--- config.mk ---
export PLATFORM = sky130hd
export DESIGN_NAME = mem_strobe_decoder
export DESIGN_NICKNAME = d
export VERILOG_FILES = /design/src/rtl/mem_strobe_pkg.sv /design/src/rtl/mem_strobe_blk_decode.sv /design/src/rtl/mem_strobe_hold.sv /design/src/rtl/mem_strobe_buf_ctl.sv /design/src/rtl/mem_strobe_decoder.sv
export SDC_FILE = /design/constraint.sdc
export NUM_CORES = 1
export LEC_CHECK = 0
export CORE_AREA = 2 2 39 41
export CTS_CLUSTER_DIAMETER = 150
export CTS_CLUSTER_SIZE = 8
export DETAILED_ROUTE_END_ITERATION = 8
export DIE_AREA = 0 0 41 43
export GPL_TIMING_DRIVEN = 0
export PLACE_DENSITY = 0.66
export SLEW_MARGIN = 20
export SYNTH_ARGS = -nofsm -noshare
export SYNTH_HDL_FRONTEND = slang
export SYNTH_SLANG_ARGS = --single-unit
--- constraint.sdc ---
create_clock -name clk_i -period 1.5 [get_ports clk_i]
set_clock_uncertainty 0.15 [all_clocks]
set_input_delay 0.225 -clock clk_i [delete_from_list [all_inputs] [get_ports clk_i]]
set_output_delay 0.225 -clock clk_i [all_outputs]
set_load 0.02 [all_outputs]
--- src/rtl/mem_strobe_pkg.sv ---
package mem_strobe_pkg;

  typedef enum logic {
    BUF_TO_MEM = 1'b0,
    BUF_TO_SYS = 1'b1
  } buf_dir_e;

  localparam int unsigned BLK_W_DEF     = 7;
  localparam int unsigned NUM_BANKS_DEF = 2;
  localparam int unsigned BANK_BLKS_DEF = 2;

endpackage

--- src/rtl/mem_strobe_blk_decode.sv ---
module mem_strobe_blk_decode #(
  parameter int unsigned    BLK_W     = 7,
  parameter int unsigned    NUM_BANKS = 2,
  parameter int unsigned    BANK_BLKS = 2,
  parameter logic [BLK_W-1:0] ROM_BLK_A = 7'h07,
  parameter logic [BLK_W-1:0] ROM_BLK_B = 7'h7F
) (
  input  logic [BLK_W-1:0]     blk_i,
  input  logic [NUM_BANKS-1:0] bank_off_i,
  output logic [NUM_BANKS-1:0] ram_sel_o,
  output logic                 rom_sel_o
);

  for (genvar g = 0; g < NUM_BANKS; g++) begin : g_bank
    localparam logic [BLK_W-1:0] BlkFirst = BLK_W'(g * BANK_BLKS);
    localparam logic [BLK_W-1:0] BlkLast  = BLK_W'((g + 1) * BANK_BLKS - 1);
    assign ram_sel_o[g] = !bank_off_i[g] && (blk_i >= BlkFirst) && (blk_i <= BlkLast);
  end

  assign rom_sel_o = (blk_i == ROM_BLK_A) || (blk_i == ROM_BLK_B);

endmodule

--- src/rtl/mem_strobe_hold.sv ---
module mem_strobe_hold #(
  parameter int unsigned W = 3
) (
  input  logic         clk_i,
  input  logic         rst_ni,
  input  logic         ale_i,
  input  logic [W-1:0] d_i,
  output logic [W-1:0] q_o
);

  logic [W-1:0] hold_q;

  always_ff @(posedge clk_i or negedge rst_ni) begin
    if (!rst_ni)    hold_q <= '0;
    else if (ale_i) hold_q <= d_i;
  end

  // flow-through while enabled, otherwise last captured decode
  assign q_o = !rst_ni ? '0 : (ale_i ? d_i : hold_q);

endmodule

--- src/rtl/mem_strobe_buf_ctl.sv ---
module mem_strobe_buf_ctl
  import mem_strobe_pkg::*;
#(
  parameter int unsigned NUM_BANKS = 2
) (
  input  logic [NUM_BANKS-1:0] ram_sel_i,
  input  logic                 rom_sel_i,
  input  logic                 mem_rd_n_i,
  input  logic                 addr_lsb_i,
  input  logic                 bhe_n_i,
  output logic                 buf_dir_o,
  output logic                 buf_lo_en_o,
  output logic                 buf_hi_en_o,
  output logic                 par_chk_en_o
);

  logic     any_sel;
  buf_dir_e dir;

  assign any_sel = (|ram_sel_i) | rom_sel_i;

  always_comb begin
    dir = BUF_TO_MEM;
    if (any_sel && !mem_rd_n_i) dir = BUF_TO_SYS;
  end

  assign buf_dir_o    = (dir == BUF_TO_SYS);
  assign buf_lo_en_o  = any_sel & ~addr_lsb_i;
  assign buf_hi_en_o  = any_sel & ~bhe_n_i;
  assign par_chk_en_o = |ram_sel_i;

endmodule

--- src/rtl/mem_strobe_decoder.sv ---
module mem_strobe_decoder
  import mem_strobe_pkg::*;
#(
  parameter int unsigned      BLK_W     = BLK_W_DEF,
  parameter int unsigned      NUM_BANKS = NUM_BANKS_DEF,
  parameter int unsigned      BANK_BLKS = BANK_BLKS_DEF,
  parameter logic [BLK_W-1:0] ROM_BLK_A = 7'h07,
  parameter logic [BLK_W-1:0] ROM_BLK_B = 7'h7F
) (
  input  logic                 clk_i,
  input  logic                 rst_ni,
  input  logic [BLK_W-1:0]     addr_hi_i,
  input  logic                 addr_lsb_i,
  input  logic                 bhe_n_i,
  input  logic                 mem_rd_n_i,
  input  logic                 ale_i,
  input  logic [NUM_BANKS-1:0] bank_off_i,
  output logic [NUM_BANKS-1:0] ram_sel_o,
  output logic                 rom_sel_o,
  output logic                 buf_dir_o,
  output logic                 buf_lo_en_o,
  output logic                 buf_hi_en_o,
  output logic                 par_chk_en_o
);

  localparam int unsigned SelW = NUM_BANKS + 1;

  logic [NUM_BANKS-1:0] ram_dec;
  logic                 rom_dec;
  logic [SelW-1:0]      sel_held;

  mem_strobe_blk_decode #(
    .BLK_W    (BLK_W),
    .NUM_BANKS(NUM_BANKS),
    .BANK_BLKS(BANK_BLKS),
    .ROM_BLK_A(ROM_BLK_A),
    .ROM_BLK_B(ROM_BLK_B)
  ) u_dec (
    .blk_i     (addr_hi_i),
    .bank_off_i(bank_off_i),
    .ram_sel_o (ram_dec),
    .rom_sel_o (rom_dec)
  );

  mem_strobe_hold #(.W(SelW)) u_hold (
    .clk_i (clk_i),
    .rst_ni(rst_ni),
    .ale_i (ale_i),
    .d_i   ({rom_dec, ram_dec}),
    .q_o   (sel_held)
  );

  assign ram_sel_o = sel_held[NUM_BANKS-1:0];
  assign rom_sel_o = sel_held[SelW-1];

  mem_strobe_buf_ctl #(.NUM_BANKS(NUM_BANKS)) u_buf (
    .ram_sel_i   (ram_sel_o),
    .rom_sel_i   (rom_sel_o),
    .mem_rd_n_i  (mem_rd_n_i),
    .addr_lsb_i  (addr_lsb_i),
    .bhe_n_i     (bhe_n_i),
    .buf_dir_o   (buf_dir_o),
    .buf_lo_en_o (buf_lo_en_o),
    .buf_hi_en_o (buf_hi_en_o),
    .par_chk_en_o(par_chk_en_o)
  );

endmodule

==> metrics <==
leading area contributor after synthesis dfrtp_1; CTS tree built; CP Launch Type input port; Sink Count 3; CTS Buffer Depth 2; # port buffers 21; final setup TNS -489.5 ps; WS Path Type input port to primary output; Seq. cell area 75.07 um2; Detail Placement HPWL 569.9 um; failing checks negative setup slack; Final min period 1589 ps; final WL 860 um; DRC 0; CTS Root Cell clkbuf_4; largest registers u_hold.hold_q: 3 flops; Area Growth Syn to Fin 123.8%; ANT cells 0; number of setup violations in the final report 7; largest net degree at the start of global routing 9; Placed Cells 64; ys flop type dfrtp_1; footprint of the multi-input gates 252.7 um2; die height 43 um; antenna violations before repair 0; layout cells sized above 1 0.6071; Most flops, register u_hold.hold_q; power per cell area 499.6 mW/mm2; fin. max-slew vios 0; Initial DRC Count 1; Final Wtd Congestion 0.6117; Worst Path Required 1120 ps; Crit path largest cell delay 300 ps; worst rel slew slack 0.8346; max_cap viols 0; total design power 0.0002994 W; total core area 0.001384 mm2; syn_area_per_cell 9.917 um2; Post-DRT Antenna Nets 0; Skew-Pair Late Insertion Delay 230 ps; worst path cell trace buf_6 > nor4_4 > buf_4 > o21ai_4 > a41oi_2 > buf_4; Vias 344; H-tree level count 1; status finished, violations left; Synthesis Warnings 0; Finished Layout Cells 72; Worst Setup End Kind primary output; Ports 22; Wirelength per Cell 11.94 um; CTS clk-pin slew, worst paths 30 ps; R2R cell count 2; Initial Util 0.1935; crit path DAT 1210 ps; hold path cells 4; Net Count, Synth 42; Largest register FFs 3; Yosys top cell area share 0.2804; Yosys reg bits 3; routed vias/inst 4.778; Worst VDD drop 0.2645 mV; EDFF count, synth 0; Final Net Count 72; Cell variety after synth 17; Area contributors post-synth dfrtp_1, a41oi_1, a32o_2; first-pass GRT wire length 1297 um; most frequent CP cell buf_4; family with the most delay on the worst path buffers and inverters; unrepaired setup endpoints after global routing true; Cells after Synth 27; Cell Area, Placed 498.0 um2; 1st-pass router iterations 4; setup slack, reg-to-reg 600 ps; Worst Path Max Fanout 5; number of fill cells in the layout 150; Post-Syn Area 267.8 um2; Slew @ Worst Pin 246.2 ps; Max Clk Rate 0.6293 GHz; LEAKAGE 0.2666 nW; Final Hold Fails 0; cell row count 14; GRT overflow 0; total CTS buffers 3; Worst path depth 6; final worst slack -89.12 ps; buffers and inverters on the worst path 3; worst min path class input port to register; Post-Layout Inst Area 599.3 um2; sequential element share of the synthesized area 0.2804; Die X 41 um; async set-reset flop share out of synthesis 1.000; Tot GR Track Use 0.1107; full die area 0.001763 mm2; fin crit share 1.059; commonest cells in the netlist a41oi_1, dfrtp_1, nand2b_1; Max stage delay cell, worst path nor4_4; vias in the first global route 322
## final timing paths
kind                                  start                to
setup / recovery               addr_hi_i[6]       buf_lo_en_o
min in group asynchronous            rst_ni  u_hold.hold_q[0]
hold / removal                 addr_hi_i[6]  u_hold.hold_q[2]
max in group asynchronous            rst_ni  u_hold.hold_q[2]
hold reg to reg            u_hold.hold_q[0]  u_hold.hold_q[0]
setup reg to reg           u_hold.hold_q[2]  u_hold.hold_q[2]
## where the power goes
group / leakage (nW) / internal [W] / switching, W / total (W)
Clock: 0.0150 / 0.0000996 / 0.0000396 / 0.000139
Sequential: 0.0418 / 0.0000822 / 0.000000396 / 0.0000826
Combinational: 0.210 / 0.0000450 / 0.0000326 / 0.0000776
Total: 0.267 / 0.000227 / 0.0000726 / 0.000299
## cell usage in the layout, fill, tap and decap left out
master	instances
dfrtp_1	3
a32o_2	2
buf_4	8
o21ai_2	1
nor2b_4	1
nand2b_1	3
o21ba_4	1
a21boi_1	2
nand2_1	2
o211ai_4	1
clkbuf_1	1
o21ai_4	1
and4_1	1
nor2_2	1
inv_1	1
clkdlybuf4s15_2	1
clkdlybuf4s50_1	3
buf_6	5
buf_2	2
and2_4	2
dlygate4sd3_1	1
clkbuf_4	3
and4_2	1
dlygate4sd2_1	5
a41oi_2	3
nor4_4	1
## area by class of cell
type	count	area share
sequential	3	0.1253
inverter	1	0.006263
tap	16	0.03340
multi-input combinational	23	0.4217
timing repair buffer	25	0.3695
clock buffer	4	0.04384
## logic make-up (layout without fill, tap and decap cells)
family / after synthesis / after routing / synth area share
simple gates: 12 / 12 / 0.3318
buf+inv: 1 / 30 / 0.01401
compound gates: 11 / 11 / 0.3738
flops: 3 / 3 / 0.2804
## through the flow
| stage | setup slack [ps] | hold WS, ps | utilization |
|---|---|---|---|
| 2_1_floorplan | -48.22 | -220.6 | - |
| 3_3_place_gp | -978.3 | 338.2 | 0.3599 |
| 3_5_place_dp | -995.5 | 343.3 | 0.3599 |
| 4_1_cts | -113.6 | 333.7 | 0.4322 |
| 5_1_grt | -156.7 | 354.9 | 0.4331 |
| 6_report | -89.12 | 344.1 | 0.4331 |
## metal layers
layer  routed length, um  vias to the layer above  GRT usage
met5                   0                        -          0
met4                   0                        0    0.08000
met3                  59                        0    0.03141
met2                 474                       12     0.1781
met1                 326                      165     0.1133
li1                    -                      167          -
## worst register-to-register path, cell delays in order (launching register included)
cell     delay [ps]
dfrtp_1         350
nand2_1         190
nand2_1          80
## repair_timing
item,4_1_cts,5_1_grt
endpoints found under the setup margin,7,7
hold buffers,1,0
pin swaps,10,7
endpoints found under the hold margin,3,0
gates resized for setup,81,3
buffers inserted,3,0
Power figures use the tool's default switching activity.
